==> config.mk <==
export PLATFORM = sky130hd
export DESIGN_NAME = spike_readout
export DESIGN_NICKNAME = d
export VERILOG_FILES = /design/src/rtl/spike_readout_pkg.sv /design/src/rtl/spike_edge_sync.sv /design/src/rtl/window_ctrl.sv /design/src/rtl/spike_datapath.sv /design/src/rtl/spike_readout.sv
export SDC_FILE = /design/constraint.sdc
export NUM_CORES = 1
export LEC_CHECK = 0
export ABC_AREA = 1
export ABC_CLOCK_PERIOD_IN_PS = 10700
export BUFFER_PORTS_ARGS = -buffer_cell sky130_fd_sc_hd__buf_2
export CAP_MARGIN = 10
export CORE_AREA = 2 2 73 82
export CTS_CLUSTER_SIZE = 10
export DETAILED_ROUTE_END_ITERATION = 6
export DIE_AREA = 0 0 75 84
export PLACE_DENSITY_LB_ADDON = 0.05
export SYNTH_ARGS = -nofsm -noshare
export SYNTH_HDL_FRONTEND = slang
export SYNTH_HIERARCHICAL = 1
export SYNTH_SLANG_ARGS = --single-unit
==> constraint.sdc <==
create_clock -name clk -period 10.7 [get_ports clk]
set_input_delay 0.535 -clock clk [delete_from_list [all_inputs] [get_ports clk]]
set_output_delay 0.535 -clock clk [all_outputs]
set_load 0.01 [all_outputs]
==> src/rtl/spike_readout_pkg.sv <==
package spike_readout_pkg;

  // Strobes from the window controller to the datapath.
  typedef struct packed {
    logic clearWin;    // counter and direction bits restart with this cycle's edges
    logic loadSample;  // register the closing window's result
  } winStrobes_t;

  localparam int NUM_LANES = 2;
  localparam int LANE_UP   = 0;
  localparam int LANE_DN   = 1;

endpackage

==> src/rtl/spike_edge_sync.sv <==
module spike_edge_sync #(
  parameter int STAGES = 2
) (
  input  logic clk,
  input  logic rstN,
  input  logic rawIn,
  output logic rise
);
  localparam int LAST = STAGES;

  // stages 0..STAGES-1 synchronize, stage STAGES holds the previous value
  logic [LAST:0] chain;

  always_ff @(posedge clk or negedge rstN) begin
    if (!rstN) chain <= '0;
    else       chain <= {chain[LAST-1:0], rawIn};
  end

  assign rise = chain[LAST-1] & ~chain[LAST];

  // a synchronized edge is a single-cycle pulse
  p_single_pulse_r1: assert property (@(posedge clk) disable iff (!rstN)
    rise |=> !rise);

endmodule

==> src/rtl/window_ctrl.sv <==
module window_ctrl
  import spike_readout_pkg::*;
#(
  parameter int WIN_CYCLES = 125000
) (
  input  logic        clk,
  input  logic        rstN,
  output winStrobes_t strobes
);
  localparam int TW = (WIN_CYCLES > 2) ? $clog2(WIN_CYCLES) : 1;
  localparam logic [TW-1:0] LAST_TICK = TW'(WIN_CYCLES - 1);

  logic [TW-1:0] tick;
  logic          atEnd;

  assign atEnd = (tick == LAST_TICK);

  always_ff @(posedge clk or negedge rstN) begin
    if (!rstN)      tick <= '0;
    else if (atEnd) tick <= '0;
    else            tick <= tick + 1'b1;
  end

  always_comb begin
    strobes.clearWin   = atEnd;
    strobes.loadSample = atEnd;
  end

  // the timer wraps to zero after the last tick
  p_window_wrap_r7: assert property (@(posedge clk) disable iff (!rstN)
    atEnd |=> (tick == '0));

  // the timer never passes the last tick
  p_tick_range_r7: assert property (@(posedge clk) disable iff (!rstN)
    tick <= LAST_TICK);

endmodule

==> src/rtl/spike_datapath.sv <==
module spike_datapath
  import spike_readout_pkg::*;
#(
  parameter int CNT_W = 10
) (
  input  logic               clk,
  input  logic               rstN,
  input  logic               upRise,
  input  logic               dnRise,
  input  winStrobes_t        strobes,
  output logic               dirUp,
  output logic               dirDn,
  output logic [CNT_W-1:0]   rawCount,
  output logic [CNT_W+1:0]   sampleWord,
  output logic               sampleValid
);
  localparam int MW = CNT_W + 1;
  localparam logic [CNT_W-1:0] ALL_ONES = '1;
  localparam logic [MW-1:0]    MAX_MAG  = MW'((64'd1 << CNT_W) - 1);
  localparam logic [CNT_W-1:0] SAT_RAW  = CNT_W'((64'd1 << CNT_W) - 2);

  logic [1:0]       incCount;
  logic [CNT_W-1:0] baseRaw;
  logic             baseUp, baseDn;
  logic [MW-1:0]    curMag, baseMag, sumMag, newMag;
  logic [CNT_W-1:0] nextRaw;
  logic             nextUp, nextDn;

  assign incCount = {1'b0, upRise} + {1'b0, dnRise};

  // spike total of the window now closing or running
  assign curMag = (rawCount == ALL_ONES) ? '0 : ({1'b0, rawCount} + 1'b1);

  always_comb begin
    baseRaw = strobes.clearWin ? ALL_ONES : rawCount;
    baseUp  = strobes.clearWin ? 1'b0 : dirUp;
    baseDn  = strobes.clearWin ? 1'b0 : dirDn;
    baseMag = (baseRaw == ALL_ONES) ? '0 : ({1'b0, baseRaw} + 1'b1);
    sumMag  = baseMag + MW'(incCount);
    newMag  = (sumMag > MAX_MAG) ? MAX_MAG : sumMag;
    nextRaw = (newMag == '0) ? ALL_ONES : CNT_W'(newMag - 1'b1);
    // first spike wins; the upper input has priority on a tie
    nextUp  = baseUp | (upRise & ~baseDn);
    nextDn  = baseDn | (dnRise & ~baseUp & ~upRise);
  end

  always_ff @(posedge clk or negedge rstN) begin
    if (!rstN) begin
      rawCount <= ALL_ONES;
      dirUp    <= 1'b0;
      dirDn    <= 1'b0;
    end else begin
      rawCount <= nextRaw;
      dirUp    <= nextUp;
      dirDn    <= nextDn;
    end
  end

  always_ff @(posedge clk or negedge rstN) begin
    if (!rstN) begin
      sampleWord  <= '0;
      sampleValid <= 1'b0;
    end else begin
      sampleValid <= strobes.loadSample;
      if (strobes.loadSample)
        sampleWord <= {dirUp, dirDn, curMag[CNT_W-1:0]};
    end
  end

  // the two direction bits never both hold
  p_dir_exclusive_r3: assert property (@(posedge clk) disable iff (!rstN)
    !(dirUp && dirDn));

  // a set direction bit holds until the window closes
  p_dir_hold_r3: assert property (@(posedge clk) disable iff (!rstN)
    (dirUp && !strobes.clearWin) |=> dirUp);

  // the saturated count stays put inside a window
  p_no_wrap_r6: assert property (@(posedge clk) disable iff (!rstN)
    (rawCount == SAT_RAW && !strobes.clearWin) |=> (rawCount == SAT_RAW));

  // inside a window the count only moves upward, from its first spike on
  p_count_rises_r2: assert property (@(posedge clk) disable iff (!rstN)
    (rawCount != ALL_ONES && !strobes.clearWin) |=> (rawCount >= $past(rawCount)));

  // a window closing with no new edge restarts at all ones
  p_restart_r4: assert property (@(posedge clk) disable iff (!rstN)
    (strobes.clearWin && !upRise && !dnRise) |=> (rawCount == ALL_ONES && !dirUp && !dirDn));

  // the valid strobe lasts one cycle
  p_valid_pulse_r7: assert property (@(posedge clk) disable iff (!rstN)
    sampleValid |=> !sampleValid);

endmodule

==> src/rtl/spike_readout.sv <==
module spike_readout
  import spike_readout_pkg::*;
#(
  parameter int CNT_W       = 10,
  parameter int WIN_CYCLES  = 125000,
  parameter int SYNC_STAGES = 2
) (
  input  logic             clk,
  input  logic             rstN,
  input  logic             upSpikeIn,
  input  logic             dnSpikeIn,
  output logic             dirUp,
  output logic             dirDn,
  output logic [CNT_W-1:0] liveCount,
  output logic [CNT_W+1:0] sampleWord,
  output logic             sampleValid
);
  logic [NUM_LANES-1:0] laneIn;
  logic [NUM_LANES-1:0] laneRise;
  winStrobes_t          strobes;

  assign laneIn[LANE_UP] = upSpikeIn;
  assign laneIn[LANE_DN] = dnSpikeIn;

  for (genvar g = 0; g < NUM_LANES; g++) begin : g_lane
    spike_edge_sync #(.STAGES(SYNC_STAGES)) sync_i (
      .clk   (clk),
      .rstN  (rstN),
      .rawIn (laneIn[g]),
      .rise  (laneRise[g])
    );
  end

  window_ctrl #(.WIN_CYCLES(WIN_CYCLES)) ctrl_i (
    .clk     (clk),
    .rstN    (rstN),
    .strobes (strobes)
  );

  spike_datapath #(.CNT_W(CNT_W)) dp_i (
    .clk         (clk),
    .rstN        (rstN),
    .upRise      (laneRise[LANE_UP]),
    .dnRise      (laneRise[LANE_DN]),
    .strobes     (strobes),
    .dirUp       (dirUp),
    .dirDn       (dirDn),
    .rawCount    (liveCount),
    .sampleWord  (sampleWord),
    .sampleValid (sampleValid)
  );

endmodule

Word-level counts from Yosys, hierarchy flattened

Index checks and enable logic that the tools add are counted.

Flip-flop bits (word level): 48
Input port bits: 4
Output and inout bits: 25
Word-level logic and storage cells: 39

Add/subtract/negate cells: 6
Magnitude comparators: 1
Eq/ne operators: 3
Muxes and demuxes: 8
Bitwise logic cells: 12
Reduce and logical (&&, ||, !) cells: 1

Operators by type and width:

| operator                                                               | number |
|---|---|
| 10-bit 2-to-1 mux                                                      | 3 |
| 11-bit 2-to-1 mux                                                      | 2 |
| 10-bit == test, second input constant                                  | 2 |
| 17-bit by 1-bit adder with 17-bit output, second input constant        | 1 |
| 17-bit == test, second input constant                                  | 1 |
| 17-bit 2-to-1 mux                                                      | 1 |
| 10-bit by 1-bit adder with 11-bit output, second input constant        | 1 |
| 11-bit by 2-bit adder with 11-bit output                               | 1 |
| 11-bit by 10-bit > comparator with 1-bit output, second input constant | 1 |
| 11-bit zero test                                                       | 1 |
| 10-bit by 1-bit adder with 10-bit output, second input constant        | 1 |
| 10-bit by 1-bit subtractor with 10-bit output, second input constant   | 1 |
| 1-bit bitwise AND                                                      | 5 |
| 1-bit inverter                                                         | 5 |
| 1-bit by 1-bit adder with 2-bit output                                 | 1 |
| 1-bit 2-to-1 mux                                                       | 2 |
| 1-bit bitwise OR                                                       | 2 |

Logic depth before layout (Yosys ltp)

Gate-level depths: netlist (run 1).

Depth in word-level cells: 9
Depth in mapped cells: 32
Depth with buffers taken out: 30

Hierarchy

Netlist (run 1), hierarchy kept.

By module, submodules not included:

| module          | instances | cells each | area each (um^2) | seq. area each (um^2) |
|---|---|---|---|---|
| spike_datapath  | 1         | 256        | 1925.6           | 638.1 |
| window_ctrl     | 1         | 135        | 988.4            | 425.4 |
| spike_edge_sync | 2         | 5          | 85.1             | 75.1 |

Least setup slack after synthesis (run 1)

OpenSTA, ideal clock, no wires.

Path type: register -> register
Start point: reg ctrl_i.tick[0]
End point: reg dp_i.rawCount[8]
Library setup time: 0.081 ns
Data arrival time: 3.942 ns
Data required time: 10.619 ns
Slack: 6.677 ns
Stages on the path, launching flop included: 33
Buffers on the path: 3
Period minus slack after synthesis: 4.023 ns
Path through: dfrtp_1 > ha_1 > nand2_1 > inv_2 > nand2_1 > nor2_2 > nand2_4 > inv_2 > buf_4 > buf_6 > nor2_1 > inv_1 > ha_1 > nand2_2 > nor2_4 > nand3_4 > nand3_1 > inv_1 > fa_1 > ha_1 > inv_1 > nor2_2 > nand2_1 > nor2_4 > nand3_4 > buf_6 > nand2_1 > inv_1 > ha_1 > inv_1 > nor2_2 > nand2_1 > xor2_1

Cells in the longest elaborated chain, start to end: 9
Elaborated cells on any way between the ends: 11
Classes of those cells: 3 x add/sub; 1 x order compare; 2 x eq/ne; 4 x mux; 1 x reduce/logical

Ends and longest elaborated chain:

| what                                                                              | RTL line             | RTL |
|---|---|---|
| from (decl)                                                                       | window_ctrl.sv:13    | `logic [TW-1:0] tick;` |
| from (signal assigned)                                                            | window_ctrl.sv:21    | `else tick <= tick + 1'b1;` |
| 17-bit == test (*)                                                                | window_ctrl.sv:16    | `assign atEnd = (tick == LAST_TICK);` |
| net ctrl_i.atEnd                                                                  | window_ctrl.sv:14    | `logic atEnd;` |
| 10-bit 2-to-1 mux (*)                                                             | spike_datapath.sv:35 | `baseRaw = strobes.clearWin ? ALL_ONES : rawCount;` |
| 10-bit by 1-bit adder with 11-bit output or 10-bit == test (tied branches)        | spike_datapath.sv:38 | `baseMag = (baseRaw == ALL_ONES) ? '0 : ({1'b0, baseRaw} + 1'b1);` |
| 11-bit 2-to-1 mux (*)                                                             | spike_datapath.sv:38 |  |
| 11-bit by 2-bit adder with 11-bit output (*)                                      | spike_datapath.sv:39 | `sumMag = baseMag + MW'(incCount);` |
| 11-bit by 10-bit > comparator with 1-bit output                                   | spike_datapath.sv:40 | `newMag = (sumMag > MAX_MAG) ? MAX_MAG : sumMag;` |
| 11-bit 2-to-1 mux (*)                                                             | spike_datapath.sv:40 |  |
| 10-bit by 1-bit subtractor with 10-bit output or 11-bit zero test (tied branches) | spike_datapath.sv:41 | `nextRaw = (newMag == '0) ? ALL_ONES : CNT_W'(newMag - 1'b1);` |
| 10-bit 2-to-1 mux (*)                                                             | spike_datapath.sv:41 |  |
| net dp_i.nextRaw[8]                                                               | spike_datapath.sv:26 | `logic [CNT_W-1:0] nextRaw;` |
| to (signal assigned)                                                              | spike_datapath.sv:53 | `rawCount <= nextRaw;` |
| to (decl)                                                                         | spike_datapath.sv:13 | `output logic [CNT_W-1:0] rawCount,` |

Mark *: on every way through the listed nets, which the timed path passes. The rest lies on a longest branch.
A chain may end at the register's enable or synchronous reset.

==> impl_results.rst, run 1 <==
.. list-table::
   :header-rows: 1

   * - Metric
     - Value
   * - Critical Path AT
     - 4.74 ns
   * - Die H
     - roughly 84 um
   * - Async set-reset flop share out of synthesis
     - 100%
   * - Top cell type's share of synthesized area
     - 30.8%
   * - Maximum number of pins on one net before global-route repair
     - between 40 and 50
   * - Startpoint-to-endpoint class of the critical path
     - flip-flop to flip-flop
   * - Clock-pin slew on the worst setup and hold paths
     - 0.09 ns
   * - Top FF cell, synth
     - dfrtp_1
   * - Remaining Overflow, GRT
     - 0
   * - Count of hold-fix buffers inserted at cts
     - 0
   * - Flop and latch count out of synthesis
     - 48
   * - Fraction of final layout cells with drive strength greater than 1
     - 22.6%
   * - Number of violations of the max-capacitance limit
     - 0
   * - GRT Overall Usage
     - between 20% and 30%
   * - Worst path max stage delay
     - between 0.4 and 0.5 ns
   * - Count of cell types in the netlist
     - 37
   * - Relative slew margins
     - between 30 and 40%
   * - Peak VDD IR
     - between 0.15 and 0.2 mV
   * - Final layout net count
     - around 440
   * - CTS buffer count
     - 5
   * - Power per cell area
     - 231 nW/um^2
   * - Outcome
     - complete, no violations
   * - Static leakage power
     - ~1.8 nW
   * - Number of cells on the worst hold path
     - 1
   * - Maximum operating frequency
     - approximately 220 MHz
   * - Number of synthesized flops with an enable pin
     - 0
   * - Area growth from synthesis to layout
     - 9.45%
   * - Number of sinks handled by clock tree synthesis
     - 48
   * - Startpoint type of the worst setup path
     - flip-flop
   * - Post-synthesis cell type with the largest combined area
     - dfrtp_1
   * - Area of the mapped netlist
     - approximately 3100 sq um
   * - Count of final hold-check violations
     - 0
   * - Routed length per placed instance
     - 13.1 um
   * - Period Utilization, post-route
     - roughly 42%
   * - Category of the worst setup path capture point
     - flip-flop
   * - Tightest Hold Check Type
     - input pin to flip-flop
   * - Number of nets in the synthesized netlist
     - between 400 and 500
   * - Htree depth
     - 2
   * - Detailed Route Iter0 Violations
     - between 100 and 150
   * - R2R depth
     - 29
   * - Yosys warns
     - 6
   * - Antenna diode count
     - 0
   * - Number of I/O pins
     - 29
   * - Number of search-and-repair iterations in the first detailed-routing pass
     - 4
   * - Average size of a mapped cell
     - around 7.7 sq um
   * - Count of final max-slew check failures
     - 0
   * - IO buf count
     - 28
   * - Die Outline Area
     - 6300 sq um
   * - Die width
     - around 75 um
   * - Sequential Area
     - 1210 sq um
   * - Resize count post-CTS
     - 0
   * - GP Congestion
     - 0.898
   * - Setup Fix Bufs, Post-CTS
     - 0
   * - Clk buf depth
     - 2
   * - Number of global-route vias before repair
     - between 2k and 3k
   * - RSZ-0062 raised after global routing
     - no
   * - CTS Root Buffer Type
     - clkbuf_8
   * - Worst hold slack after final layout
     - 0.340 ns
   * - Vias per inst
     - 5.03
   * - HPWL after detailed placement
     - between 5 and 6 mm
   * - Number of nets with antenna violations after detailed routing
     - 0
   * - Initial antenna violation count
     - 0
   * - Count of unresolved DRC violations after routing
     - 0
   * - Highest fanout seen on the critical path
     - 23
   * - Dominant cells by area after synthesis
     - dfrtp_1, nand2_1, dfstp_2
   * - Post-synthesis sequential area ratio
     - a little under 40%
   * - Final setup violation count
     - 0
   * - Standard-cell rows
     - 29
   * - Data required, critical path
     - about 11 ns
   * - Period minus WS final
     - 4.50 ns
   * - Placeable core area
     - around 5600 sq um
   * - Latest clock arrival within the worst-skew pair
     - approximately 0.3 ns
   * - Overall power consumption
     - around 800 uW
   * - Gate count of the mapped netlist
     - approximately 400
   * - Slowest library cell on the worst path
     - dfrtp_1
   * - Area of combinational cells with multiple inputs
     - roughly 1600 sq um
   * - Starting density of the core
     - a little under three fifths
   * - Vias after detailed routing
     - between 2k and 3k
   * - Filler cell count in the final layout
     - 515
   * - CP dominant cell by count
     - nand2_1
   * - Transition time at the pin with the least slew margin
     - roughly 1.0 ns
   * - Wire length of the first global-routing pass
     - 11.5 mm
   * - Setup clock skew after layout
     - roughly 0.0083 ns
   * - Sum of negative setup slack
     - 0 ns
   * - Most frequent cell after synthesis
     - nand2_1
   * - Synth cell count leaders
     - nand2_1, inv_1, nor2_1, dfrtp_1, nand3_1
   * - TritonCTS clock tree
     - yes
   * - Routed Wire Length
     - ~6.6 mm
[state kept, by name, summed over array words and instances, names as in the netlist]
signal               count
g_lane.sync_i/chain      6
dp_i/sampleValid         1
dp_i/dirDn               1
dp_i/sampleWord         12
dp_i/rawCount           10
dp_i/dirUp               1
ctrl_i/tick             17
[routing by layer]
metal  share of wire [%]  vias to the layer above  GRT usage (%)
met2                  51                       51           41.1
met1                  42                     1167           27.1
met4                 4.4                        0           12.5
met3                 2.8                       22           4.83
li1                    -                     1310              -
met5                   0                        -              0
[placed cells by master, fill, tap and decap left out, drive strengths merged]
cell and n:
o31ai 2, o21ai 18, nor2 68, or2 1, o22ai 1, nand3 42, clkbuf 5, nand2 107
nor3 2, o21bai 1, clkinvlp 1, xnor2 3, dfstp 10, a21oi 8, ha 5, nand3b 1
bufinv 1, a31oi 1, nand4 9, xor2 12, dfrtp 38, inv 63, fa 1, buf 28
clkinv 2
[final timing paths]
kind	slack (ns)	endpoint	start
max	6.20	dp_i/rawCount[9]	ctrl_i/tick[0]
min reg2reg	0.36	g_lane[1].sync_i/chain[1]	g_lane[1].sync_i/chain[0]
max reg2reg	6.20	dp_i/rawCount[9]	ctrl_i/tick[0]
min in group asynchronous	0.40	dp_i/sampleWord[11]	rstN
max in group asynchronous	9.67	dp_i/sampleWord[8]	rstN
min	0.34	g_lane[1].sync_i/chain[0]	dnSpikeIn
[per-stage QoR]
step                instances  utilization [%]  setup slack (ns)  cell area [sq um]
floorplan                 401                -              6.68               3080
global placement          499             58.8              6.39               3260
detailed placement        499             58.8              6.23               3260
CTS                       507             60.8              6.21               3380
global route              507             60.8              5.68               3380
finish                    507             60.8              6.20               3380
[critical path, delay by kind of cell (launching register included)]
| family | cells | cell delay, ns |
|---|---|---|
| fa+ha+maj | 5 | 1.19 |
| simple gates | 17 | 1.99 |
| buf+inv | 7 | 0.83 |
| flops | 1 | 0.41 |
[cell type report]
class	count	area share, %
Inverter	64	7.12
Multi-Input combinational cell	282	46.6
Tap cell	77	2.85
Sequential cell	48	36.0
Clock inverter	3	1.26
Clock buffer	5	2.04
Timing Repair Buffer	28	4.15
[cells by family (layout without fill, tap and decap cells)]
logic type	after synthesis	count (layout)	synth area share (%)
AO/OA/AOI/OAI	31	31	5.36
AND/OR/NAND/NOR	230	230	37.4
XOR/XNOR	15	15	5.60
adder cells (fa/ha/maj)	6	6	2.68
buffers and inverters	71	100	9.61
flip-flops	48	48	39.4
[power breakdown]
group	internal (mW)	total [mW]	switching [mW]
clock network	0.0691	0.128	0.0590
logic	0.135	0.391	0.257
registers	0.220	0.261	0.0407
total	0.424	0.781	0.356
(Power assumes the default switching activity.)
==> inputs of run 2 (changes only) <==
- ABC_CLOCK_PERIOD_IN_PS: 10700 -> 4300
- clock period: 10.7 -> 4.3 ns (I/O delays scaled with it)
==> impl_results.rst, run 2 (synthesis gave the netlist of run 1 again) <==
.. list-table::
   :header-rows: 1

   * - Metric
     - Value
   * - Outcome
     - complete, no violations
   * - Count of unresolved DRC violations after routing
     - 0
   * - Minimum setup slack in the final design
     - roughly 0.39 ns
   * - Static leakage power
     - roughly 1.8 nW
   * - Latest clock arrival within the worst-skew pair
     - about 0.3 ns
   * - Fraction of final layout cells with drive strength greater than 1
     - between 20% and 30%
   * - GRT Overall Usage
     - 23.0%
   * - Vias after detailed routing
     - about 2.6k
   * - Htree depth
     - 2
   * - Setup clock skew after layout
     - about 0.0041 ns
   * - Category of the worst setup path capture point
     - flip-flop
   * - Startpoint type of the worst setup path
     - flip-flop
   * - CTS Root Buffer Type
     - clkbuf_8
   * - Relative slew margins
     - approximately 30%
   * - Starting density of the core
     - between 50% and 60%
   * - Period minus WS final
     - 3.91 ns
   * - Startpoint-to-endpoint class of the critical path
     - flip-flop to flip-flop
   * - Number of violations of the max-capacitance limit
     - 0
   * - Count of final hold-check violations
     - 0
   * - Number of global-route vias before repair
     - 2465
   * - Worst path max stage delay
     - approximately 0.39 ns
   * - Initial antenna violation count
     - 0
   * - Critical Path AT
     - slightly above 4 ns
   * - Die width
     - between 70 and 80 um
   * - HPWL after detailed placement
     - around 5.3 mm
   * - IO buf count
     - 28
   * - Routed length per placed instance
     - roughly 13 um
   * - RSZ-0062 raised after global routing
     - no
   * - Die H
     - 84 um
   * - Routed Wire Length
     - around 6.7 mm
   * - Power per cell area
     - 560 nW/um^2
   * - Post-placement setup slack
     - about 0.025 ns
   * - Peak VDD IR
     - roughly 0.45 mV
   * - Area growth from synthesis to layout
     - 10.7%
   * - Period Utilization, post-route
     - roughly 91%
   * - Tightest Hold Check Type
     - input pin to flip-flop
   * - GP Congestion
     - between 0.8 and 0.9
   * - Final layout net count
     - 444
   * - Standard-cell rows
     - 29
   * - Number of flip-flops under the largest register name
     - 17
   * - Clock-pin slew on the worst setup and hold paths
     - ~0.09 ns
   * - Placeable core area
     - roughly 5600 sq um
   * - Detailed Route Iter0 Violations
     - between 150 and 200
   * - Wire length of the first global-routing pass
     - approximately 11 mm
   * - Slowest library cell on the worst path
     - dfrtp_1
   * - Number of nets with antenna violations after detailed routing
     - 0
   * - Commonest non-fill, non-tap cells in the layout
     - nand2_1, inv_1, nor2_1
   * - Die Outline Area
     - 6300 sq um
   * - Data required, critical path
     - 4.52 ns
   * - Final standard cell count with taps included and fillers excluded
     - between 500 and 600
   * - Largest registers
     - ctrl_i/tick (17), dp_i/sampleWord (12), dp_i/rawCount (10)
   * - Antenna diode count
     - 0
   * - Transition time at the pin with the least slew margin
     - 1.05 ns
   * - Number of sinks handled by clock tree synthesis
     - between 40 and 50
   * - Count of hold-fix buffers inserted at cts
     - 0
   * - Maximum operating frequency
     - around 260 MHz
   * - Clk buf depth
     - 2
   * - Most frequent standard cell in the layout excluding fill and tap cells
     - nand2_1
   * - Count of final max-slew check failures
     - 0
   * - Maximum number of pins on one net before global-route repair
     - 49
   * - CTS buffer count
     - 5
   * - Remaining Overflow, GRT
     - 0
   * - Vias per inst
     - between 5 and 6
   * - Number of search-and-repair iterations in the first detailed-routing pass
     - 4
   * - Final core occ
     - between 60% and 70%
   * - Register with the most flip-flops
     - ctrl_i/tick
   * - Placed Cells incl. Taps
     - approximately 500
   * - Sum of negative setup slack
     - 0 ns
   * - Overall power consumption
     - between 1.5 and 2 mW
   * - Number of I/O pins
     - 29
   * - Final setup violation count
     - 0
   * - TritonCTS clock tree
     - yes
   * - Highest fanout seen on the critical path
     - 13
==> run 2: worst max-delay path, delay by kind of cell, from the launching register on <==
family | cells | cell delay [ns]
adder cells (fa/ha/maj) | 5 | 1.18
XOR/XNOR | 1 | 0.19
flip-flops | 1 | 0.39
buffers and inverters | 7 | 0.59
AND/OR/NAND/NOR | 15 | 1.48
==> run 2: repair_timing <==
action                     CTS  global route
gates resized for setup      0             5
setup buffers                0             3
setup endpoints to repair    0             9
==> run 2: area by class of cell <==
cell class	count	area (sq um)
Fill cell	529	2140
Multi-Input combinational cell	282	1590
Sequential cell	48	1210
Inverter	64	243
Timing Repair Buffer	33	178
Tap cell	77	96.3
Clock buffer	7	86.3
Clock inverter	1	7.51
==> run 2: through the flow <==
stage | instance area, sq um | hold slack [ns]
CTS | 3370 | 0.00684
floorplan | 3080 | -0.0806
global route | 3410 | 0.00161
detailed placement | 3280 | 0.327
finish | 3410 | 0.0214
global placement | 3280 | 0.325
==> run 2: power breakdown <==
part	internal, mW	switching, mW
logic	0.340	0.648
clock network	0.131	0.147
registers	0.548	0.0986
total	1.02	0.894
==> run 2: routing by layer <==
| layer | vias to the layer above | track usage, % | share of wire [%] |
|---|---|---|---|
| met2 | 58 | 40.4 | 53 |
| li1 | 1323 | - | - |
| met4 | 0 | 9.90 | 2.6 |
| met5 | - | 0 | 0 |
| met3 | 13 | 4.35 | 2.9 |
| met1 | 1218 | 26.3 | 42 |
==> run 2: final timing paths <==
kind	start	to	slack, ns	cells after the start
setup / recovery	ctrl_i/tick[1]	dp_i/rawCount[6]	0.39	28
hold / removal	upSpikeIn	g_lane[0].sync_i/chain[0]	0.02	1
setup reg to reg	ctrl_i/tick[1]	dp_i/rawCount[6]	0.39	28
hold reg to reg	g_lane[0].sync_i/chain[0]	g_lane[0].sync_i/chain[1]	0.37	0
max in group asynchronous	rstN	dp_i/sampleWord[9]	3.56	1
min in group asynchronous	rstN	ctrl_i/tick[4]	0.10	1
==> inputs of run 3 (changes only) <==
- CORE_AREA: 2 2 73 82 -> 4 4 75 84
- DIE_AREA: 0 0 75 84 -> 0 0 79 88
- SETUP_SLACK_MARGIN: not set -> 0.4
==> impl_results.rst, run 3 (synthesis gave the netlist of run 1 again) <==
.. list-table::
   :header-rows: 1

   * - Metric
     - Value
   * - Register with the most flip-flops
     - ctrl_i/tick
   * - Crit path buffers/inverters
     - 7
   * - TritonCTS clock tree
     - yes
   * - Reg-to-reg endpoint
     - dp_i/rawCount[6]
   * - R2R depth
     - 28
   * - Maximum number of pins on one net before global-route repair
     - approximately 50
   * - Final core occ
     - 64.5%
   * - Clock-pin slew on the worst setup and hold paths
     - ~0.08 ns
   * - Commonest non-fill, non-tap cells in the layout
     - nand2_1, inv_1, nor2_1
   * - Post-layout instance area
     - roughly 3500 sq um
   * - Vias per inst
     - about 5
   * - RSZ-0062 raised after global routing
     - no
   * - CTS Root Buffer Type
     - clkbuf_8
   * - Standard-cell rows
     - 28
   * - Die H
     - 88 um
   * - CP dominant cell by count
     - inv_1
   * - IO buf count
     - 28
   * - Final layout net count
     - ~450
   * - Slowest library cell on the worst path
     - dfrtp_1
   * - Number of global-route vias before repair
     - about 2.4k
   * - Die Outline Area
     - about 7000 sq um
   * - Period minus WS final
     - 3.65 ns
   * - Last element of the critical path
     - dp_i/rawCount[6]
   * - Number of search-and-repair iterations in the first detailed-routing pass
     - 4
   * - Critical Path AT
     - about 3.9 ns
   * - Number of flip-flops under the largest register name
     - 17
   * - Fraction of final layout cells with drive strength greater than 1
     - roughly 26%
   * - Count of unresolved DRC violations after routing
     - 0
   * - Startpoint type of the worst setup path
     - flip-flop
   * - Placeable core area
     - around 5400 sq um
   * - Latest clock arrival within the worst-skew pair
     - approximately 0.3 ns
   * - Count of final hold-check violations
     - 0
   * - Sum of negative setup slack
     - 0 ns
   * - GP Congestion
     - 0.876
   * - Worst R2R Start
     - ctrl_i/tick[1]
   * - Routed Wire Length
     - approximately 6.7 mm
   * - GRT Overall Usage
     - 20.7%
   * - Relative slew margins
     - between 30 and 40%
   * - Number of I/O pins
     - 29
   * - Number of nets with antenna violations after detailed routing
     - 0
   * - Instance count on the critical path
     - 28
   * - Static leakage power
     - about 1.8 nW
   * - Register-to-register setup slack
     - around 0.65 ns
   * - Category of the worst setup path capture point
     - flip-flop
   * - Launch point of the worst path
     - ctrl_i/tick[1]
   * - Highest fanout seen on the critical path
     - 12
   * - Tightest Hold Check Type
     - input pin to flip-flop
   * - Most frequent standard cell in the layout excluding fill and tap cells
     - nand2_1
   * - Number of sinks handled by clock tree synthesis
     - 48
   * - HPWL after detailed placement
     - approximately 5.2 mm
   * - Wire length of the first global-routing pass
     - around 11 mm
   * - DP Area
     - between 3000 and 4000 sq um
   * - Outcome
     - complete, no violations
   * - Overall power consumption
     - approximately 1.9 mW
   * - Remaining Overflow, GRT
     - 0
   * - Maximum operating frequency
     - ~270 MHz
   * - Count of final max-slew check failures
     - 0
   * - Peak VDD IR
     - 0.373 mV
   * - Clk buf depth
     - 2
   * - Routed length per placed instance
     - around 13 um
   * - CTS buffer count
     - 5
   * - Worst path max stage delay
     - 0.42 ns
   * - Antenna diode count
     - 0
   * - Htree depth
     - 2
   * - Setup clock skew after layout
     - between 0.008 and 0.009 ns
   * - Initial antenna violation count
     - 0
   * - Starting density of the core
     - 57.2%
   * - Transition time at the pin with the least slew margin
     - approximately 1.0 ns
   * - Detailed Route Iter0 Violations
     - 103
   * - Largest registers
     - ctrl_i/tick (17), dp_i/sampleWord (12), dp_i/rawCount (10)
   * - Die width
     - 79 um
   * - Power per cell area
     - approximately 550 nW/um^2
   * - Period Utilization, post-route
     - 84.9%
   * - Data required, critical path
     - 4.53 ns
   * - Final setup violation count
     - 0
   * - Startpoint-to-endpoint class of the critical path
     - flip-flop to flip-flop
   * - Number of violations of the max-capacitance limit
     - 0
   * - Vias after detailed routing
     - 2568
   * - Cell type group with the largest total delay on the critical path
     - simple AND/OR/NAND/NOR gates
   * - Area growth from synthesis to layout
     - 12.8%
## run 3: cell types whose count changed in the layout (fill, tap and decap cells not counted), sizes merged
cell	previous run	this run
clkbuf	7	6
buf	33	36
clkinv	1	3
clkinvlp	1	0
## run 3: layout make-up
class | instances | area (sq um)
Tap cell | 75 | 93.8
Multi-Input combinational cell | 282 | 1630
Sequential cell | 48 | 1210
Timing Repair inverter | 1 | 6.26
Inverter | 64 | 253
Clock inverter | 1 | 5.00
Clock buffer | 6 | 72.6
Timing Repair Buffer | 36 | 200
Fill cell | 491 | 1920
## run 3: worst reg2reg max path, delay by kind of cell (launching register included)
kind	cells	cell delay [ns]
simple gates	15	1.45
fa+ha+maj	5	1.00
buf+inv	7	0.53
flops	1	0.42
xor+xnor	1	0.17
## run 3: worst min-delay path by stage
stage	from	to	depth (start not counted)
after global routing	dnSpikeIn	g_lane[1].sync_i/chain[0]	1
after global placement	upSpikeIn	g_lane[0].sync_i/chain[0]	1
final	upSpikeIn	g_lane[0].sync_i/chain[0]	1
after CTS	upSpikeIn	g_lane[0].sync_i/chain[0]	1
after floorplan	rstN	ctrl_i/tick[0]	0
after detailed placement	upSpikeIn	g_lane[0].sync_i/chain[0]	1
## run 3: per-layer routing
layer	vias up	share of wire (%)	GRT usage, %
met3	12	3.9	3.91
met1	1188	41	23.7
met2	47	52	38.2
met4	0	2.4	7.81
met5	-	0	0
li1	1321	-	-
## run 3: timing repair
action | 4_1_cts | 5_1_grt
gates resized for setup | 2 | 8
endpoints found under the setup margin | 10 | 10
pin swaps | 0 | 5
hold buffers | 0 | 0
buffers inserted | 3 | 5
cloned | 1 | 0
## run 3: per-stage QoR
stage	worst slack [ns]	instances	hold WS [ns]
3_3_place_gp	0.276	497	0.324
4_1_cts	0.409	508	0.0118
3_5_place_dp	0.180	497	0.325
6_report	0.649	513	0.0210
5_1_grt	0.378	513	0.00829
2_1_floorplan	0.440	401	-0.0806
## run 3: power breakdown
group	switching [mW]	internal [mW]
clock network	0.139	0.111
logic	0.665	0.359
registers	0.102	0.548
total	0.906	1.02
